[src/rtl/ffg_pkg.sv]
package ffg_pkg;
    localparam int unsigned ADDR_W = 32;
    localparam int unsigned CNT_W  = 12;

    typedef logic [ADDR_W-1:0] addr_t;
    typedef logic [CNT_W-1:0]  cnt_t;

    typedef struct packed {
        addr_t base;
        addr_t step;
        cnt_t  count;
    } plane_cfg_t;
endpackage

[src/rtl/ffg_field_plan.sv]
module ffg_field_plan
    import ffg_pkg::*;
(
    input  logic       dbl_stride_i,
    input  logic       field_odd_i,
    input  addr_t      luma_base_i,
    input  addr_t      chroma_base_i,
    input  addr_t      pitch_i,
    input  cnt_t       height_i,
    output plane_cfg_t luma_cfg_o,
    output plane_cfg_t chroma_cfg_o,
    output logic       odd_height_o
);
    localparam int unsigned HALF_SH = 1;

    always_comb begin
        odd_height_o        = height_i[0];
        chroma_cfg_o.base   = chroma_base_i;
        chroma_cfg_o.count  = height_i >> HALF_SH;
        luma_cfg_o.step     = pitch_i;
        if (dbl_stride_i) begin
            luma_cfg_o.base    = luma_base_i;
            luma_cfg_o.count   = height_i;
            chroma_cfg_o.step  = pitch_i << HALF_SH;
        end else begin
            luma_cfg_o.base    = field_odd_i ? (luma_base_i + pitch_i) : luma_base_i;
            luma_cfg_o.step    = pitch_i << HALF_SH;
            luma_cfg_o.count   = height_i >> HALF_SH;
            chroma_cfg_o.step  = pitch_i;
        end
    end
endmodule

[src/rtl/ffg_plane_walker.sv]
module ffg_plane_walker
    import ffg_pkg::*;
(
    input  logic       clk,
    input  logic       rst_n,
    input  logic       load_i,
    input  plane_cfg_t cfg_i,
    input  logic       adv_i,
    output addr_t      addr_o,
    output logic       pending_o
);
    typedef struct packed {
        addr_t addr;
        addr_t step;
        cnt_t  left;
    } walk_t;

    walk_t st_d, st_q;

    always_comb begin
        st_d = st_q;
        if (load_i) begin
            st_d.addr = cfg_i.base;
            st_d.step = cfg_i.step;
            st_d.left = cfg_i.count;
        end else if (adv_i) begin
            st_d.addr = st_q.addr + st_q.step;
            st_d.left = st_q.left - cnt_t'(1);
        end
    end

    always_ff @(posedge clk or negedge rst_n) begin
        if (!rst_n) st_q <= '0;
        else        st_q <= st_d;
    end

    assign addr_o    = st_q.addr;
    assign pending_o = (st_q.left != '0);

    // a plane is only stepped while it still owes lines
    assert_adv_only_pending_R5: assert property (@(posedge clk) disable iff (!rst_n)
        adv_i |-> pending_o);
    // stepping adds the latched step modulo 2^32
    assert_step_wraps_R11: assert property (@(posedge clk) disable iff (!rst_n)
        (adv_i && !load_i) |=> (addr_o == $past(addr_o) + $past(st_q.step)));
endmodule

[src/rtl/field_fetch_gen.sv]
module field_fetch_gen
    import ffg_pkg::*;
#(
    parameter int unsigned LEN_W = 16
) (
    input  logic              clk,
    input  logic              rst_n,
    input  logic              start_i,
    input  logic              field_odd_i,
    input  logic              dbl_stride_i,
    input  logic [ADDR_W-1:0] luma_base_i,
    input  logic [ADDR_W-1:0] chroma_base_i,
    input  logic [ADDR_W-1:0] pitch_i,
    input  logic [LEN_W-1:0]  width_i,
    input  logic [CNT_W-1:0]  height_i,
    output logic              req_valid_o,
    input  logic              req_ready_i,
    output logic [ADDR_W-1:0] req_addr_o,
    output logic [LEN_W-1:0]  req_len_o,
    output logic              req_chroma_o,
    output logic              done_o,
    output logic              err_o
);
    localparam int unsigned NPLANE = 2;
    localparam int unsigned PL_LUMA = 0;
    localparam int unsigned PL_CHROMA = 1;

    typedef struct packed {
        logic             busy;
        logic             pref_chroma;
        logic             err;
        logic [LEN_W-1:0] len;
    } top_st_t;

    top_st_t st_d, st_q;

    plane_cfg_t cfg   [NPLANE];
    addr_t      paddr [NPLANE];
    logic       pend  [NPLANE];
    logic       adv   [NPLANE];
    logic       odd_height, start_ok, load, sel_chroma, fire;

    ffg_field_plan u_plan (
        .dbl_stride_i  (dbl_stride_i),
        .field_odd_i   (field_odd_i),
        .luma_base_i   (luma_base_i),
        .chroma_base_i (chroma_base_i),
        .pitch_i       (pitch_i),
        .height_i      (height_i),
        .luma_cfg_o    (cfg[PL_LUMA]),
        .chroma_cfg_o  (cfg[PL_CHROMA]),
        .odd_height_o  (odd_height)
    );

    for (genvar p = 0; p < NPLANE; p++) begin : g_walk
        ffg_plane_walker u_walk (
            .clk       (clk),
            .rst_n     (rst_n),
            .load_i    (load),
            .cfg_i     (cfg[p]),
            .adv_i     (adv[p]),
            .addr_o    (paddr[p]),
            .pending_o (pend[p])
        );
    end

    always_comb begin
        start_ok    = start_i && !st_q.busy;
        load        = start_ok && !odd_height;
        sel_chroma  = pend[PL_CHROMA] && (st_q.pref_chroma || !pend[PL_LUMA]);
        req_valid_o = st_q.busy && (pend[PL_LUMA] || pend[PL_CHROMA]);
        fire        = req_valid_o && req_ready_i;
        done_o      = st_q.busy && !pend[PL_LUMA] && !pend[PL_CHROMA];
        adv[PL_LUMA]   = fire && !sel_chroma;
        adv[PL_CHROMA] = fire && sel_chroma;

        st_d     = st_q;
        st_d.err = start_ok && odd_height;
        if (load) begin
            st_d.busy        = 1'b1;
            st_d.pref_chroma = 1'b0;
            st_d.len         = width_i;
        end
        if (done_o) st_d.busy = 1'b0;
        if (fire)   st_d.pref_chroma = !sel_chroma;
    end

    always_ff @(posedge clk or negedge rst_n) begin
        if (!rst_n) st_q <= '0;
        else        st_q <= st_d;
    end

    assign req_addr_o   = sel_chroma ? paddr[PL_CHROMA] : paddr[PL_LUMA];
    assign req_len_o    = st_q.len;
    assign req_chroma_o = sel_chroma;
    assign err_o        = st_q.err;

    // a stalled request keeps its contents
    assert_hold_stalled_R6: assert property (@(posedge clk) disable iff (!rst_n)
        (req_valid_o && !req_ready_i) |=> (req_valid_o && $stable(req_addr_o)
            && $stable(req_chroma_o) && $stable(req_len_o)));
    // an accepted luma line is followed by chroma while chroma remains
    assert_alternate_R5: assert property (@(posedge clk) disable iff (!rst_n)
        (fire && !req_chroma_o && pend[PL_CHROMA]) |=> (req_valid_o && req_chroma_o));
    // done lasts a single cycle
    assert_done_single_R8: assert property (@(posedge clk) disable iff (!rst_n)
        done_o |=> !done_o);
    // a start during a field leaves the latched length untouched
    assert_busy_start_ignored_R9: assert property (@(posedge clk) disable iff (!rst_n)
        (st_q.busy && start_i) |=> $stable(req_len_o));
    // an odd-height start produces neither requests nor done
    assert_err_quiet_R10: assert property (@(posedge clk) disable iff (!rst_n)
        err_o |-> (!req_valid_o && !done_o));
    // idle after reset
    assert_reset_idle_R12: assert property (@(posedge clk)
        $rose(rst_n) |-> (!req_valid_o && !done_o && !err_o));
endmodule

[config.mk]
export PLATFORM = sky130hd
export DESIGN_NAME = field_fetch_gen
export DESIGN_NICKNAME = d
export VERILOG_FILES = /design/src/rtl/ffg_pkg.sv /design/src/rtl/ffg_field_plan.sv /design/src/rtl/ffg_plane_walker.sv /design/src/rtl/field_fetch_gen.sv
export SDC_FILE = /design/constraint.sdc
export NUM_CORES = 1
export LEC_CHECK = 0
export BUFFER_PORTS_ARGS = -buffer_cell sky130_fd_sc_hd__buf_2
export CORE_UTILIZATION = 55
export DETAILED_ROUTE_END_ITERATION = 10
export GPL_TIMING_DRIVEN = 0
export PLACE_DENSITY = 0.86
export SYNTH_ARGS = -nofsm -noshare
export SYNTH_HDL_FRONTEND = slang
export SYNTH_SLANG_ARGS = --single-unit
[constraint.sdc]
create_clock -name clk -period 4.6 [get_ports clk]
set_input_delay 0.46 -clock clk [delete_from_list [all_inputs] [get_ports clk]]
set_output_delay 0.46 -clock clk [all_outputs]
set_load 0.03 [all_outputs]
==> summary.md, run 1 <==
| Metric | Value |
|---|---|
| Status | finished clean |
| Critical Path Sink Type | output port |
| Hold Path Origin | width_i[9] |
| Min Tclk post-route | between 4 and 5 ns |
| CP Buf/Inv Count | 3 |
| Hold bufs inserted after CTS | 1 |
| Part of the power in the clock network | 12.6% |
| Nets | between 2000 and 2500 |
| IO Pins | ~180 |
| Hold Crit Class | in2reg |
| Wirelength per Cell | roughly 22 um |
| RSZ-0062 raised after global routing | no |
| Final instance count without filler cells | ~2200 |
| Layout Skew | ~0.013 ns |
| Hpwl dp | about 37000 um |
| DRC violations left | 0 |
| Hold EP | req_len_o[9]$_DFFE_PN0P_ |
| Start of the worst register-to-register path | g_walk[0].u_walk.st_q[5]$_DFFE_PN0P_ |
| Avg Cell Area, Syn | 8.115 um^2 |
| Crit-path cells | or3_1 > nor4_1 > a31o_2 > and2_1 > clkbuf_1 > buf_1 > mux2_2 > buf_2 |
| Rel. slew slack | 15.16% |
| Yosys reg bits | around 170 |
| R2R Path End | g_walk[1].u_walk.addr_o[30]$_DFFE_PN0P_ |
| Syn_nets | 1892 |
| Post-synth EDFFs | 0 |
| Die ar. | 25180 um^2 |
| Internal power | ~6300 uW |
| First-pass GRT wire length | between 70000 and 80000 um |
| Largest buffer count on any clock path | 2 |
| Critical path arrival | roughly 4 ns |
| Fmax | about 220 MHz |
| Lkg Pwr | between 0.006 and 0.007 uW |
| Area Overhead vs Synth | 14.57% |
| Maxcap violations | 0 |
| Reg power frac | 24.2% |
| Worst setup SP type | register |
| Sequential element share of the synthesized area | 31.69% |
| Largest net degree at the start of global routing | between 100 and 150 |
| Hold Crit Depth | 3 |
| Initial antenna violation count | 1 |
| Final-layout fill cell count | between 2000 and 2500 |
| Kind of critical path | reg2out |
| Combinational Power Share | 63.2% |
| # H-tree levels | 4 |
| Final setup violation count | 0 |
| GRT met1 Usage | between 50% and 60% |
| Final ANT Viol Nets | 0 |
| Clk sink count | ~170 |
| Buffers on Ports | roughly 180 |
| Power Dens Cells | approximately 800 nW/um^2 |
| Vias per cell | roughly 6.3 |
| Setup TNS Final | 0 ns |
| Period utilization | 97.57% |
| Worst Path Max Fanout | 10 |
| Die Wd | around 160 um |
| Reg2Reg Depth | 9 |
| Primary FF master, synth | dfrtp_1 |
| CTS tree | done |
| Via count | about 14000 |
| Area of the multi-input gates | ~8600 um^2 |
| Slew Limit Fails | 0 |
| Slew of the pin with the lowest slew margin | ~1.3 ns |
| CP top delay family | buffers and inverters |
| Worst-path clk slew | 0.06 ns |
| GRT Resource Usage Total | 38.47% |
| Cts repair resizes | 0 |
| Post-CTS setup buffers | 0 |
| Number of global-route vias before repair | 13010 |
| Register area | 4279 um^2 |
| Initial DRT Pass Iterations | 7 |
| DIE HEIGHT | 158.7 um |
| Worst skew pair latency | roughly 0.45 ns |
| Met2 usage | 61.99% |
| P_sw | 5884 uW |
| M3 GR Usage | between 7 and 8% |
| Slowest stage delay, CP | 0.66 ns |
| DP Cell Count | between 2000 and 2500 |
| Total CTS buffers | 17 |
| Reg2Reg Setup Slack | about 0.8 ns |
| Netlist cell types | 69 |
| Detailed Route WL | 47970 um |
| Gpl congestion | a little under 1 |
| Core ar. | 23750 um^2 |
| Iter 0 DRT Violations | 1181 |
| Number of cells on the critical path | 8 |
| VDD IR max | 0.3366 mV |
| Final number of hold-violating endpoints | 0 |
| Clock root buffer | clkbuf_16 |
| Cells after Synth | roughly 1700 |
| Async S/R FF share, synth | between 90% and 100% |
| Syn Std Cell Area | approximately 14000 um^2 |
| Std-Cell Rows | 56 |
| Switching part of the total | roughly half |
| Yosys warning total | 0 |
| Share of cells above drive strength 1 | about 15% |
| CP max stage cell | nor4_1 |
| CP Data Required Time | between 4 and 5 ns |
| Total grt overflow | 0 |
| Gr busiest metal | met2 |
| Starting density of the core | around 57% |
| Post-layout util | roughly two thirds |
[tightest hold or removal path: cells and delay by family]
family                 cells  cell delay, ns
and+or+nand+nor            2            0.09
buffers and inverters      1            0.07
[layer usage]
layer	vias to the layer above	wire, um
li1	6426	-
met1	6614	19360
met2	801	21490
met4	0	1833
met5	-	0
met3	118	5286
[area by class of cell]
class | instances | share of cell area [%]
diodes | 1 | 0.01618
plain buffers | 112 | 3.130
clock buffers | 18 | 2.839
clock inverters | 14 | 1.084
inverters | 28 | 0.6794
multi-input cells | 1353 | 55.85
flip-flops and latches | 171 | 27.66
well taps | 319 | 2.580
repair buffers | 183 | 6.163
[synthesized netlist by cell type (all sizes together) (36+ instances only)]
master / instances / area share (%)
ha: 95 / 8.8
nor2b: 46 / 2.1
xor2: 38 / 2.5
a21o: 65 / 3.6
buf: 36 / 1.5
clkbuf: 76 / 2.1
nand2: 177 / 4.9
a211oi: 37 / 2.1
a21oi: 257 / 9.6
xnor2: 45 / 2.9
nor2: 162 / 4.5
o21ai: 80 / 3.0
dfrtp: 171 / 32
[registers in the layout, summed over array words and instances, names as in the netlist]
register and cells:
req_len_o 16, st_q 2, g_walk.u_walk.addr_o 64, err_o 1, g_walk.u_walk.st_q 88
[per-stage QoR]
step | total power, uW | setup slack [ns] | instance area, um^2 | hold WS (ns)
global placement | 10220 | 0.3876 | 14810 | 0.4581
finish | 12190 | 0.1118 | 15470 | 0.2133
global route | 13020 | 0.01699 | 15470 | 0.2260
detailed placement | 10400 | 0.5853 | 14850 | 0.4466
floorplan | 8585 | 1.241 | 13500 | 0.1644
CTS | 11980 | 0.2541 | 15460 | 0.2094
[worst max path at each step]
stage	start	end	slack [ns]
6_report	g_walk[0].u_walk.st_q[5]$_DFFE_PN0P_	req_addr_o[19]	0.11
5_1_grt	g_walk[0].u_walk.st_q[5]$_DFFE_PN0P_	req_addr_o[15]	0.02
4_1_cts	g_walk[0].u_walk.st_q[6]$_DFFE_PN0P_	req_addr_o[14]	0.25
3_5_place_dp	height_i[0]	g_walk[0].u_walk.st_q[14]$_DFFE_PN0P_	0.59
3_3_place_gp	rst_n	g_walk[0].u_walk.addr_o[29]$_DFFE_PN0P_	0.39
2_1_floorplan	g_walk[1].u_walk.st_q[5]$_DFFE_PN0P_	req_addr_o[1]	1.24
[power by group through the flow]
| stage | Combinational [uW] | Sequential, uW | Clock [uW] |
|---|---|---|---|
| final | 7700 | 2950 | 1530 |
| after detailed placement | 7480 | 2920 | 0 |
| after global placement | 7330 | 2890 | 0 |
| after global routing | 8420 | 3010 | 1590 |
| after floorplan | 5940 | 2640 | 0 |
| after CTS | 7540 | 2910 | 1530 |
[layout by cell type (no fill, tap or decap), drive strengths merged, types with 14 or more instances in the layout]
cell type / n
xor2: 38
a21o: 65
a211oi: 37
a21oi: 257
o22ai: 19
nor3: 25
and3: 17
and2: 14
nor2: 162
o21ai: 80
nand2: 177
ha: 95
a31oi: 30
inv: 31
o21a: 18
nor2b: 46
mux2i: 21
nand4: 16
nand3: 18
dfrtp: 171
buf: 218
clkbuf: 94
o211ai: 17
mux2: 32
xnor2: 45
[kinds of logic (layout without fill, tap and decap cells)]
group,after synthesis,after routing,synth area share [%]
multiplexers,53,53,4.225
AND/OR/NAND/NOR,526,526,18.23
XOR/XNOR,83,83,5.384
adder cells (fa/ha/maj),98,98,9.248
AO/OA/AOI/OAI,593,593,26.86
flip-flops,171,171,31.69
buffers and inverters,140,355,4.364
other,0,1,0
Power figures use the tool's default switching activity.
==> run 2: changes to the inputs <==
--- a/config.mk
+++ b/config.mk
@@ -6,10 +6,12 @@
 export NUM_CORES = 1
 export LEC_CHECK = 0
 export BUFFER_PORTS_ARGS = -buffer_cell sky130_fd_sc_hd__buf_2
-export CORE_UTILIZATION = 55
+export CELL_PAD_IN_SITES_DETAIL_PLACEMENT = 1
+export CELL_PAD_IN_SITES_GLOBAL_PLACEMENT = 2
+export CORE_UTILIZATION = 38
 export DETAILED_ROUTE_END_ITERATION = 10
 export GPL_TIMING_DRIVEN = 0
-export PLACE_DENSITY = 0.86
+export PLACE_DENSITY = 0.95
 export SYNTH_ARGS = -nofsm -noshare
 export SYNTH_HDL_FRONTEND = slang
 export SYNTH_SLANG_ARGS = --single-unit
==> run 2 against run 1 <==
The run now ends with hold timing left. Count of clock-buffer cells in the layout increased by 2. Worst setup slack improved by 0.093 ns. Die area up 44%. Core utilization decreased by 20 points. Hold slack worse by 0.22 ns. Routed wire length up 13%. Global-route usage fell by 8.3 points. Critical path type unchanged. Largest power group unchanged. Highest routed layer is now met5.
==> summary.md, run 2 (synthesis results as in run 1) <==
| Metric | Value |
|---|---|
| CP max stage cell | clkbuf_1 |
| Layout Skew | approximately 0.012 ns |
| Critical path arrival | 3.94 ns |
| VDD IR max | 0.3723 mV |
| Status | complete, but fails checks |
| GRT Resource Usage Total | around 30% |
| Hpwl dp | 42610 um |
| Reg2Reg Depth | 11 |
| Core ar. | 34710 um^2 |
| Final-layout fill cell count | around 4300 |
| Rel. slew slack | between 10% and 20% |
| Power Dens Cells | about 790 nW/um^2 |
| Hold Slack | -0.01163 ns |
| Max reg flops | 88 |
| First-pass GRT wire length | about 82000 um |
| Cts repair resizes | 0 |
| Largest net degree at the start of global routing | 92 |
| Area Overhead vs Synth | 15.58% |
| Die Wd | 190.5 um |
| Lkg Pwr | approximately 0.007 uW |
| Area of the multi-input gates | approximately 8600 um^2 |
| Reg2Reg Setup Slack | approximately 0.8 ns |
| Hold Crit Class | in2async |
| Failing checks | hold timing |
| Std-Cell Rows | 68 |
| M3 GR Usage | about 3.0% |
| Commonest cells after routing, fill and taps aside | a21oi_1, buf_2, nand2_1 |
| Final instance count without filler cells | between 2000 and 2500 |
| Maxcap violations | 0 |
| Via count | 13780 |
| Clock root buffer | clkbuf_16 |
| Worst Path Max Fanout | 10 |
| Buffers on Ports | around 180 |
| Worst setup SP type | register |
| Register area | between 4000 and 5000 um^2 |
| Share of cells above drive strength 1 | ~15% |
| # H-tree levels | 4 |
| Worst-path clk slew | 0.08 ns |
| Total chip power | 12340 uW |
| Gr busiest metal | met2 |
| Met2 usage | approximately half |
| RSZ-0062 raised after global routing | no |
| Clk sink count | between 150 and 200 |
| Slew Limit Fails | 0 |
| DRC violations left | 0 |
| Slew of the pin with the lowest slew margin | 1.276 ns |
| Largest buffer count on any clock path | 2 |
| Most used cell along the critical path | clkbuf_1 |
| Dpl ws | 0.6804 ns |
| Vias per cell | 5.905 |
| Post-CTS setup buffers | 0 |
| Kind of critical path | reg2out |
| Fmax | around 230 MHz |
| Setup ws final | around 0.20 ns |
| Initial DRT Pass Iterations | 5 |
| Die ar. | roughly 36000 um^2 |
| Critical Path Sink Type | output port |
| CP Data Required Time | 4.14 ns |
| R2R Path End | g_walk[0].u_walk.addr_o[31]$_DFFE_PN0P_ |
| Total CTS buffers | 17 |
| DP Cell Count | about 2300 |
| Min Tclk post-route | between 4 and 5 ns |
| Most common cell after layout, fill and taps aside | a21oi_1 |
| Setup TNS Final | 0 ns |
| Total grt overflow | 0 |
| CP top delay family | buffers and inverters |
| Starting density of the core | 38.90% |
| Initial antenna violation count | 1 |
| Nets | 2093 |
| CTS tree | done |
| Iter 0 DRT Violations | ~860 |
| Crit-path cells | or3_1 > nor4_1 > a31o_2 > and2_1 > clkbuf_1 > clkbuf_1 > mux2_2 > buf_2 |
| Final number of hold-violating endpoints | 1 |
| Start of the worst register-to-register path | g_walk[0].u_walk.addr_o[20]$_DFFE_PN0P_ |
| IO Pins | ~180 |
| Slowest stage delay, CP | roughly 0.60 ns |
| Detailed Route WL | ~54000 um |
| Gpl congestion | approximately 0.94 |
| Largest register by flop count | g_walk.u_walk.st_q |
| CP Buf/Inv Count | 3 |
| Number of global-route vias before repair | 14040 |
| Diode count | 0 |
| Period utilization | roughly 96% |
| Wirelength per Cell | 23.27 um |
| Hold bufs inserted after CTS | 0 |
| Worst skew pair latency | 0.46 ns |
| DIE HEIGHT | 190.5 um |
| Final ANT Viol Nets | 0 |
| Final setup violation count | 0 |
| GRT met1 Usage | 40.65% |
-- run 2: changes by cell type in the layout (fill, tap and decap cells not counted) --
cell           delta
dlygate4sd3_1     -1
diode_2           -1
bufinv_16         -1
clkinv_2          -3
clkbuf_1          +2
clkinv_4          +1
clkinvlp_4        +1
-- run 2: how the worst max path moves through the flow --
stage,slack [ns],end,cells after the start,from
finish,0.20,req_addr_o[29],8,g_walk[0].u_walk.st_q[6]$_DFFE_PN0P_
global route,0.08,req_addr_o[18],8,g_walk[0].u_walk.st_q[6]$_DFFE_PN0P_
CTS,0.17,req_addr_o[29],8,g_walk[0].u_walk.st_q[6]$_DFFE_PN0P_
detailed placement,0.68,req_addr_o[29],8,g_walk[0].u_walk.st_q[6]$_DFFE_PN0P_
global placement,0.15,g_walk[0].u_walk.addr_o[31]$_DFFE_PN0P_,1,rst_n
floorplan,1.24,req_addr_o[1],6,g_walk[1].u_walk.st_q[5]$_DFFE_PN0P_
-- run 2: power breakdown --
group / switching, uW / total (uW) / leakage, uW / internal [uW]
Sequential: 723 / 2960 / 0.00198 / 2230
Clock: 691 / 1510 / 0.000274 / 821
Combinational: 4670 / 7870 / 0.00472 / 3210
Total: 6080 / 12300 / 0.00697 / 6260
-- run 2: stage by stage --
stage | instance area, um^2 | utilization, % | hold slack (ns)
after global placement | 14980 | 43.15 | 0.4611
after floorplan | 13500 | - | 0.1644
after CTS | 15610 | 44.96 | 0.02238
after global routing | 15610 | 44.96 | 0.02366
final | 15610 | 44.96 | -0.01163
after detailed placement | 15020 | 43.27 | 0.4644
-- run 2: final cells by class --
class,instances,share of cell area [%]
buffer,112,3.103
clock buffer,20,2.862
clock inverter,12,0.8899
inverter,28,0.6735
multi-input combinational,1353,55.36
sequential,171,27.42
tap,455,3.648
timing repair buffer,182,6.045
-- run 2: routing by layer --
| layer | vias to the layer above | part of all wire (%) |
|---|---|---|
| met1 | 6836 | 45 |
| met3 | 105 | 5.0 |
| met2 | 418 | 47 |
| met5 | - | 0.018 |
| met4 | 2 | 3.0 |
| li1 | 6416 | - |
==> run 3: changes to the inputs <==
--- a/config.mk
+++ b/config.mk
@@ -8,7 +8,8 @@
 export BUFFER_PORTS_ARGS = -buffer_cell sky130_fd_sc_hd__buf_2
 export CELL_PAD_IN_SITES_DETAIL_PLACEMENT = 1
 export CELL_PAD_IN_SITES_GLOBAL_PLACEMENT = 2
-export CORE_UTILIZATION = 38
+export CORE_UTILIZATION = 39
+export CTS_BUF_LIST = sky130_fd_sc_hd__clkbuf_2 sky130_fd_sc_hd__clkbuf_4 sky130_fd_sc_hd__clkbuf_8
 export DETAILED_ROUTE_END_ITERATION = 10
 export GPL_TIMING_DRIVEN = 0
 export PLACE_DENSITY = 0.95
==> run 3 against run 2 <==
The flow now finishes without violations. Worst setup slack worse by 0.016 ns. Critical path depth unchanged. Power down 2.4%. Hold slack better by 0.16 ns. Flip-flop and latch count unchanged. Critical path type unchanged. Non-clock buffer count up 1. Count of clock-buffer cells in the layout down 2. Combinational power about the same. Sequential share of layout area up 0.28 points. Via count down 0.14%.
==> summary.md, run 3 (synthesis results as in run 1) <==
| Metric | Value |
|---|---|
| Status | finished clean |
| Power Dens Cells | 779.7 nW/um^2 |
| IO Pins | 182 |
| GRT Resource Usage Total | 30.85% |
| Top Metal Used | met4 |
| Most common cell after layout, fill and taps aside | a21oi_1 |
| CP top delay family | buffers and inverters |
| Setup TNS Final | 0 ns |
| Fmax | roughly 230 MHz |
| Kind of critical path | reg2out |
| Largest register by flop count | g_walk.u_walk.st_q |
| Gpl congestion | around 0.92 |
| Initial antenna violation count | 0 |
| Rel. slew slack | under 10% |
| Maxcap violations | 0 |
| Cell area after placement | ~15000 um^2 |
| Via count | roughly 14000 |
| DRC violations left | 0 |
| Post-CTS setup buffers | 0 |
| Vias per cell | roughly 5.9 |
| Diode count | 0 |
| Worst-path clk slew | ~0.11 ns |
| Critical path arrival | between 3 and 4 ns |
| Iter 0 DRT Violations | approximately 880 |
| Buffers on Ports | 181 |
| CP max stage cell | clkbuf_1 |
| Die Wd | roughly 190 um |
| Share of cells above drive strength 1 | between 10% and 20% |
| Metal2 WL | 25670 um |
| Layout Skew | about 0.012 ns |
| Slew Limit Fails | 0 |
| Slowest stage delay, CP | between 0.5 and 0.6 ns |
| Critical Path Sink Type | output port |
| Max reg flops | between 80 and 90 |
| Core ar. | about 34000 um^2 |
| Wirelength per Cell | 23.39 um |
| Final ANT Viol Nets | 0 |
| Hpwl dp | between 40000 and 50000 um |
| Area Overhead vs Synth | 14.42% |
| Lkg Pwr | 0.006909 uW |
| Clk sink count | ~170 |
| DIE HEIGHT | between 150 and 200 um |
| Slew of the pin with the lowest slew margin | between 1 and 1.5 ns |
| Total CTS buffers | 17 |
| Commonest cells after routing, fill and taps aside | a21oi_1, buf_2, nand2_1 |
| Nets | 2094 |
| CP Data Required Time | approximately 4.1 ns |
| Area of the multi-input gates | ~8600 um^2 |
| Std-Cell Rows | 67 |
| Total grt overflow | 0 |
| Clock root buffer | clkbuf_8 |
| Worst Path Max Fanout | 10 |
| Detailed Route WL | 54430 um |
| Starting density of the core | 39.97% |
| Die ar. | approximately 35000 um^2 |
| First-pass GRT wire length | between 80000 and 90000 um |
| Period utilization | 95.91% |
| Worst setup SP type | register |
| Post-route met1 wirelength | 24630 um |
| Fin area | around 15000 um^2 |
| Hold Crit Class | in2reg |
| Number of global-route vias before repair | 14190 |
| Worst skew pair latency | around 0.50 ns |
| Most used cell along the critical path | clkbuf_1 |
| Routed wl met3 | roughly 2800 um |
| VDD IR max | 0.2690 mV |
| Largest net degree at the start of global routing | just over 100 |
| Largest buffer count on any clock path | 2 |
| Min Tclk post-route | ~4.4 ns |
| RSZ-0062 raised after global routing | no |
| Register area | ~4300 um^2 |
| CTS tree | done |
| Crit-path cells | or3_1 > nor4_1 > a31o_2 > and2_1 > clkbuf_1 > clkbuf_1 > mux2_2 > buf_2 |
| Initial DRT Pass Iterations | 5 |
| # H-tree levels | 4 |
| Final number of hold-violating endpoints | 0 |
| Final setup violation count | 0 |
| CP Buf/Inv Count | 3 |
| Final-layout fill cell count | around 4200 |
run 3: cell types whose count changed in the layout (fill, tap and decap cells not counted):
cell	delta
inv_6	+1
clkinv_2	-1
clkbuf_2	+1
nor3b_2	-1
clkbuf_8	+17
clkbuf_1	-2
nor3b_1	+1
bufinv_16	+1
clkbuf_16	-17
inv_8	+1
buf_1	-1
dlygate4sd3_1	+1
run 3: final cells by class:
| class | count | area share [%] |
|---|---|---|
| Tap cell | 448 | 3.628 |
| Multi-Input combinational cell | 1353 | 55.89 |
| Clock buffer | 18 | 1.604 |
| Inverter | 28 | 0.6803 |
| Buffer | 112 | 3.142 |
| Timing Repair Buffer | 183 | 6.171 |
| Clock inverter | 14 | 1.190 |
| Sequential cell | 171 | 27.70 |
run 3: worst paths after layout:
kind | cells after the start | slack [ns] | end | from
setup / recovery | 8 | 0.19 | req_addr_o[30] | g_walk[0].u_walk.st_q[6]$_DFFE_PN0P_
setup reg to reg | 5 | 0.65 | g_walk[0].u_walk.st_q[14]$_DFFE_PN0P_ | st_q[18]$_DFFE_PN0P_
hold reg to reg | 2 | 0.49 | req_len_o[10]$_DFFE_PN0P_ | req_len_o[10]$_DFFE_PN0P_
max in group asynchronous | 3 | 3.18 | g_walk[0].u_walk.addr_o[29]$_DFFE_PN0P_ | rst_n
min in group asynchronous | 2 | 0.50 | req_len_o[13]$_DFFE_PN0P_ | rst_n
hold / removal | 3 | 0.15 | req_len_o[10]$_DFFE_PN0P_ | width_i[10]
run 3: per-stage QoR:
stage	instances	setup WS [ns]	power, uW	hold WS [ns]	util (%)
2_1_floorplan	1664	1.241	8585	0.1644	-
3_3_place_gp	2293	0.1677	10420	0.4599	44.31
3_5_place_dp	2294	0.4937	10650	0.4671	44.42
4_1_cts	2327	0.09829	11930	0.1268	45.73
5_1_grt	2327	0.01541	12910	0.1430	45.73
6_report	2327	0.1883	12050	0.1470	45.73
run 3: what timing repair did:
action,4_1_cts,5_1_grt
hold buffers,1,0
resized for setup,0,1
hold endpoints to repair,70,0
endpoints found under the setup margin,0,10
run 3: layer usage:
| metal | GRT usage (%) | vias up |
|---|---|---|
| met3 | 3.369 | 75 |
| met2 | 52.16 | 416 |
| li1 | - | 6409 |
| met1 | 41.32 | 6858 |
| met5 | 0 | - |
| met4 | 9.068 | 0 |
run 3: worst min-delay path: cells and delay by family:
kind                   cells  cell delay (ns)
buffers and inverters      1             0.07
AND/OR/NAND/NOR            2             0.09
run 3: report_power, final:
| part | internal [uW] | switching [uW] | total [uW] |
|---|---|---|---|
| logic | 3210 | 4650 | 7860 |
| registers | 2230 | 730 | 2960 |
| clock network | 563 | 664 | 1230 |
| total | 6000 | 6050 | 12000 |
